$ cat config.mk
export PLATFORM = sky130hd
export DESIGN_NAME = chan_clk_sel
export DESIGN_NICKNAME = d
export VERILOG_FILES = /design/src/rtl/chan_clk_pkg.sv /design/src/rtl/chan_pin_sync.sv /design/src/rtl/chan_div_ref.sv /design/src/rtl/chan_clk_route.sv /design/src/rtl/chan_clk_sel.sv
export SDC_FILE = /design/constraint.sdc
export NUM_CORES = 1
export LEC_CHECK = 0
export BUFFER_PORTS_ARGS = -buffer_cell sky130_fd_sc_hd__buf_2
export CORE_MARGIN = 2
export CORE_UTILIZATION = 55
export DETAILED_ROUTE_END_ITERATION = 6
export PLACE_DENSITY = 0.8
export SYNTH_ARGS = -nofsm -noshare
export SYNTH_HDL_FRONTEND = slang
export SYNTH_HIERARCHICAL = 1
export SYNTH_SLANG_ARGS = --single-unit
$ cat constraint.sdc
create_clock -name clk -period 3.2 [get_ports clk]
set_input_delay 0.16 -clock clk [delete_from_list [all_inputs] [get_ports clk]]
set_output_delay 0.16 -clock clk [all_outputs]
set_load 0.02 [all_outputs]
$ cat src/rtl/chan_clk_pkg.sv
package chan_clk_pkg;
  localparam int MODE_W = 3;
  localparam logic [MODE_W-1:0] MD_STROBE    = 3'd1;
  localparam logic [MODE_W-1:0] MD_DPLL_RX   = 3'd2;
  localparam logic [MODE_W-1:0] MD_DPLL_BOTH = 3'd3;
  localparam logic [MODE_W-1:0] MD_OSC       = 3'd4;
endpackage

$ cat src/rtl/chan_pin_sync.sv
// Multi-stage synchronizer with rising-edge pulse for an asynchronous pin.
module chan_pin_sync #(
  parameter int STAGES = 2
) (
  input  logic clk,
  input  logic rst,
  input  logic pin,
  output logic level,
  output logic rise
);
  localparam int DEPTH = STAGES + 1;
  logic [DEPTH-1:0] chain;

  always_ff @(posedge clk) begin
    if (rst) chain <= '0;
    else     chain <= {chain[DEPTH-2:0], pin};
  end

  assign level = chain[STAGES-1];
  assign rise  = chain[STAGES-1] & ~chain[STAGES];
endmodule

$ cat src/rtl/chan_div_ref.sv
// Reference divider: pulses on every 2**CNT_W-th tick and restarts on a config change.
module chan_div_ref
  import chan_clk_pkg::*;
#(
  parameter int CNT_W = 4
) (
  input  logic              clk,
  input  logic              rst,
  input  logic [MODE_W-1:0] mode,
  input  logic              src_sel,
  input  logic              tick,
  output logic              div_tick
);
  logic [CNT_W-1:0]  cnt;
  logic [MODE_W-1:0] mode_q;
  logic              sel_q;
  logic              cfg_chg;

  assign cfg_chg  = (mode != mode_q) || (src_sel != sel_q);
  assign div_tick = tick && !cfg_chg && (cnt == {CNT_W{1'b1}});

  always_ff @(posedge clk) begin
    if (rst) begin
      cnt    <= '0;
      mode_q <= '0;
      sel_q  <= 1'b0;
    end else begin
      mode_q <= mode;
      sel_q  <= src_sel;
      if (cfg_chg)   cnt <= '0;
      else if (tick) cnt <= cnt + 1'b1;
    end
  end
endmodule

$ cat src/rtl/chan_clk_route.sv
// Combinational routing of timing sources to bit enables per clock mode.
module chan_clk_route
  import chan_clk_pkg::*;
(
  input  logic [MODE_W-1:0] mode,
  input  logic              src_sel,
  input  logic              rx_rise,
  input  logic              tx_rise,
  input  logic              cd_lvl,
  input  logic              tx_lvl,
  input  logic              osc_tick,
  input  logic              brg_tick,
  input  logic              dpll_tick,
  input  logic              div_tick,
  output logic              rx_nxt,
  output logic              tx_nxt,
  output logic              oe_nxt,
  output logic              ref_nxt
);
  always_comb begin
    rx_nxt  = 1'b0;
    tx_nxt  = 1'b0;
    oe_nxt  = 1'b0;
    ref_nxt = 1'b0;
    case (mode)
      MD_STROBE: begin
        rx_nxt = rx_rise & cd_lvl;
        tx_nxt = rx_rise & tx_lvl;
      end
      MD_DPLL_RX: begin
        ref_nxt = brg_tick;
        rx_nxt  = dpll_tick;
        tx_nxt  = src_sel ? div_tick : tx_rise;
        oe_nxt  = src_sel;
      end
      MD_DPLL_BOTH: begin
        if (src_sel) begin
          rx_nxt = brg_tick;
          tx_nxt = brg_tick;
          oe_nxt = 1'b1;
        end else begin
          ref_nxt = brg_tick;
          rx_nxt  = dpll_tick;
          tx_nxt  = dpll_tick;
        end
      end
      MD_OSC: begin
        rx_nxt = osc_tick;
        tx_nxt = osc_tick;
        oe_nxt = 1'b1;
      end
      default: ;
    endcase
  end
endmodule

$ cat src/rtl/chan_clk_sel.sv
// Serial channel clock source selector: top level.
module chan_clk_sel
  import chan_clk_pkg::*;
#(
  parameter int SYNC_STAGES = 2,
  parameter int DIV_W       = 4
) (
  input  logic              clk,
  input  logic              rst,
  input  logic              rx_clk_in,
  input  logic              tx_clk_in,
  input  logic              cd_in,
  input  logic              osc_tick,
  input  logic              brg_tick,
  input  logic              dpll_tick,
  input  logic [MODE_W-1:0] mode,
  input  logic              src_sel,
  output logic              rx_bit_en,
  output logic              tx_bit_en,
  output logic              txclk_oe,
  output logic              ref16_tick
);
  localparam int NPINS = 3;
  logic [NPINS-1:0] pins, lvl, rise;
  logic div_tick;
  logic rx_nxt, tx_nxt, oe_nxt, ref_nxt;

  assign pins = {cd_in, tx_clk_in, rx_clk_in};

  for (genvar i = 0; i < NPINS; i++) begin : g_sync
    chan_pin_sync #(.STAGES(SYNC_STAGES)) sync_i (
      .clk  (clk),
      .rst  (rst),
      .pin  (pins[i]),
      .level(lvl[i]),
      .rise (rise[i])
    );
  end

  chan_div_ref #(.CNT_W(DIV_W)) div_i (
    .clk     (clk),
    .rst     (rst),
    .mode    (mode),
    .src_sel (src_sel),
    .tick    (brg_tick),
    .div_tick(div_tick)
  );

  chan_clk_route route_i (
    .mode     (mode),
    .src_sel  (src_sel),
    .rx_rise  (rise[0]),
    .tx_rise  (rise[1]),
    .cd_lvl   (lvl[2]),
    .tx_lvl   (lvl[1]),
    .osc_tick (osc_tick),
    .brg_tick (brg_tick),
    .dpll_tick(dpll_tick),
    .div_tick (div_tick),
    .rx_nxt   (rx_nxt),
    .tx_nxt   (tx_nxt),
    .oe_nxt   (oe_nxt),
    .ref_nxt  (ref_nxt)
  );

  always_ff @(posedge clk) begin
    if (rst) begin
      rx_bit_en  <= 1'b0;
      tx_bit_en  <= 1'b0;
      txclk_oe   <= 1'b0;
      ref16_tick <= 1'b0;
    end else begin
      rx_bit_en  <= rx_nxt;
      tx_bit_en  <= tx_nxt;
      txclk_oe   <= oe_nxt;
      ref16_tick <= ref_nxt;
    end
  end
endmodule

==> qor.log <==
[yosys] count of synthesis-stage warnings from yosys 6
[global_routing] pin count of the biggest net entering global routing 21
[timing] setup repair after global routing missed its margin no
[drt] detailed-routed wire length on met3 42 um
[pwr] standby leakage power 0.379 nW
[pwr] internal power consumption 0.000322 W
[clock_network] clock tree sinks 20
[timing] Highest Clock Rate 715 MHz
[layout] area overhead of the layout relative to synthesis 15.0%
[global_routing] number of antenna violations at the first check in global routing 0
[clock_network] H-tree level count 1
[clock_network] maximum clock path buffer count 2
[timing] Setup Total Neg Slack 0 ns
[global_routing] GRT Residual Overflow 0
[pwr] pwr/cell area 463 nW/um^2
[min_path] Worst Hold End g_sync[1].sync_i/chain[0]$_SDFF_PP0_
[drt] number of DRC violations after detailed routing 0
[pwr] fraction of power spent switching nets 22.0%
[setup_path] reg-to-reg critical path startpoint div_i/cnt[0]$_SDFFE_PP0P_
[layout] share of layout cells above drive strength 1 25.0%
[flow_run] total of max-cap violations 0
[die] Die Width 41.6 um
[timing] number of failing hold endpoints at the final stage 0
[setup_path] WP data arrival 1.57 ns
[min_path] number of stages on the worst hold path 2
[clock_network] Num CTS Buffers 3
[setup_path] largest fanout on the critical path 3
[drt] highest metal layer used by the detailed router met4
[yosys] Avg Synthesized Cell Area 10.5 um^2
[pwr] register share of total power 63.2%
[drt] number of optimization iterations in the first detailed-route pass 4
[clock_network] CTS clock-pin slew for the worst setup and hold paths 0.10 ns
[layout] area occupied by registers 400 um^2
[global_routing] via count of the first global-routing pass 518
[clock_network] hold buffers post-CTS 0
[clock_network] Worst-Skew Late Latency 0.28 ns
[drt] detailed-routing wirelength on met1 586 um
[placed_design] setup slack after placement 1.83 ns
[yosys] synthesized instance count 74
[timing] transition time at the pin with the least slew margin 0.329 ns
[drt] wire per inst 11.3 um
[setup_path] Worst Reg-to-Reg Cells 7
[setup_path] capturing point of the worst reg2reg path tx_bit_en$_SDFF_PP0_
[clock_network] CTS tree done
[drt] via count normalized by instance count 5.15
[pwr] sw power 0.0000908 W
[setup_path] reg2reg setup slack 1.80 ns
[drt] total via count in the routed design 551
[run_status] outcome completed
[placed_design] Final Wtd Congestion 0.717
[timing] part of the cycle the worst path needs 43.7%
[pwr] largest voltage drop on the vdd net 261 uV
[layout] Multi-input gate area 375 um^2
[die] CORE AREA 1300 um^2
[timing] Max-slew headroom 78.1%
[min_path] worst hold path startpoint tx_clk_in
[layout] number of nets in the final layout 107
[yosys] Post-Synthesis Cell Area 776 um^2
[die] Die Footprint 1730 um^2
[die] std cell rows 13
[layout] post-layout utilization of the core 68.6%
[setup_path] Worst EP required 3.37 ns
[drt] number of DRC violations after detailed-routing iteration 0 2
[layout] number of fillers in the final layout 115
[timing] post-route worst hold slack 0.0791 ns
[global_routing] wire length of the first global-routing pass 2060 um
[timing] number of setup violations in the final report 0
[drt] overall routed net length 1210 um
[global_routing] global-route usage over all layers 15.8%
[min_path] HP Class input port to flip-flop
[timing] crit path time final 1.40 ns
[drt] Antenna Violating Nets Remaining 0
[pwr] relative contribution of combinational cells to total power 10.4%
[timing] Post-Route Skew 0.000873 ns
[die] initial cell density of the core 59.6%
[yosys] Post-Synthesis Net Count 87
[timing] final setup margin 1.80 ns
[setup_path] CP endpoint kind flip-flop
[clock_network] CTS-repair resized insts 0
[timing] fin. max-slew vios 0
[drt] routed length on met2 566 um
[setup_path] type of the worst setup path flip-flop to flip-flop
[clock_network] number of setup buffers added after CTS 0
[placed_design] Port Buffer Count 15
[setup_path] Worst Setup Start Kind flip-flop
[layout] Inserted Diodes 0
[pwr] clock network fraction of total power 26.4%
[clock_network] clock root buffer clkbuf_4
[die] height of the chip 41.6 um
[die] number of placed I/O pins 16
[worst max-delay path by stage]
stage	from	endpoint	slack (ns)	cells past startpoint
global placement	div_i/cnt[0]$_SDFFE_PP0P_	tx_bit_en$_SDFF_PP0_	1.86	7
detailed placement	div_i/cnt[0]$_SDFFE_PP0P_	tx_bit_en$_SDFF_PP0_	1.83	7
CTS	div_i/cnt[0]$_SDFFE_PP0P_	tx_bit_en$_SDFF_PP0_	1.79	7
finish	div_i/cnt[0]$_SDFFE_PP0P_	tx_bit_en$_SDFF_PP0_	1.80	7
floorplan	div_i/cnt[0]$_SDFFE_PP0P_	tx_bit_en$_SDFF_PP0_	1.92	7
global route	div_i/mode_q[2]$_SDFF_PP0_	tx_bit_en$_SDFF_PP0_	1.71	7
[routing by layer]
metal	vias up	global-route usage (%)
li1	287	-
met1	251	18.0
met2	11	25.9
met3	2	3.04
met4	0	11.6
met5	-	0
[worst max-delay path: stages, from the launching register on]
cell and delay [ns]:
dfxtp_1 0.35, ha_1 0.22, nand4_1 0.09, nor2_1 0.04, mux2_2 0.27, nand3b_1 0.09
o211ai_1 0.09, nor2b_1 0.14
[registers in the layout, indices dropped and copies added (netlist names)]
name                 cells
div_i/mode_q             3
div_i/cnt                4
div_i/sel_q              1
rx_bit_en                1
ref16_tick               1
tx_bit_en                1
g_sync.sync_i/chain      8
txclk_oe                 1
[cells in the final DEF (no fill, tap or decap)]
cell / instances
o21ai_0: 1
nor2_1: 2
dfxtp_1: 20
buf_2: 15
o21ai_1: 1
a31oi_1: 1
nor3_1: 4
nand3b_1: 1
mux2_1: 1
ha_1: 1
a32oi_1: 1
nand2_1: 4
a21oi_1: 1
xor2_1: 2
mux2_2: 1
xnor2_1: 5
nand4_2: 2
mux2i_1: 1
nand4_1: 1
o211ai_1: 1
nand3_1: 1
clkbuf_4: 3
and3b_1: 1
nor2b_1: 18
and2_1: 1
nor2b_2: 2
[final cells by class]
type | instances | share of cell area [%]
multi-input cells | 54 | 42.1
repair buffers | 15 | 8.42
flip-flops and latches | 20 | 44.9
clock buffers | 3 | 2.52
well taps | 15 | 2.10
[through the flow]
step	cells	instance area [um^2]	power [W]
after detailed placement	104	870	0.000310
after global placement	104	870	0.000309
after CTS	107	892	0.000419
after floorplan	74	776	0.000290
final	107	892	0.000413
after global routing	107	892	0.000435
[power by group through the flow]
| stage | registers (W) | clock network [W] | logic, W |
|---|---|---|---|
| 2_1_floorplan | 0.000269 | 0 | 0.0000212 |
| 3_3_place_gp | 0.000266 | 0 | 0.0000422 |
| 3_5_place_dp | 0.000267 | 0 | 0.0000429 |
| 4_1_cts | 0.000261 | 0.000114 | 0.0000433 |
| 5_1_grt | 0.000262 | 0.000125 | 0.0000474 |
| 6_report | 0.000261 | 0.000109 | 0.0000430 |
No activity file was read; power rests on OpenSTA's default activity.
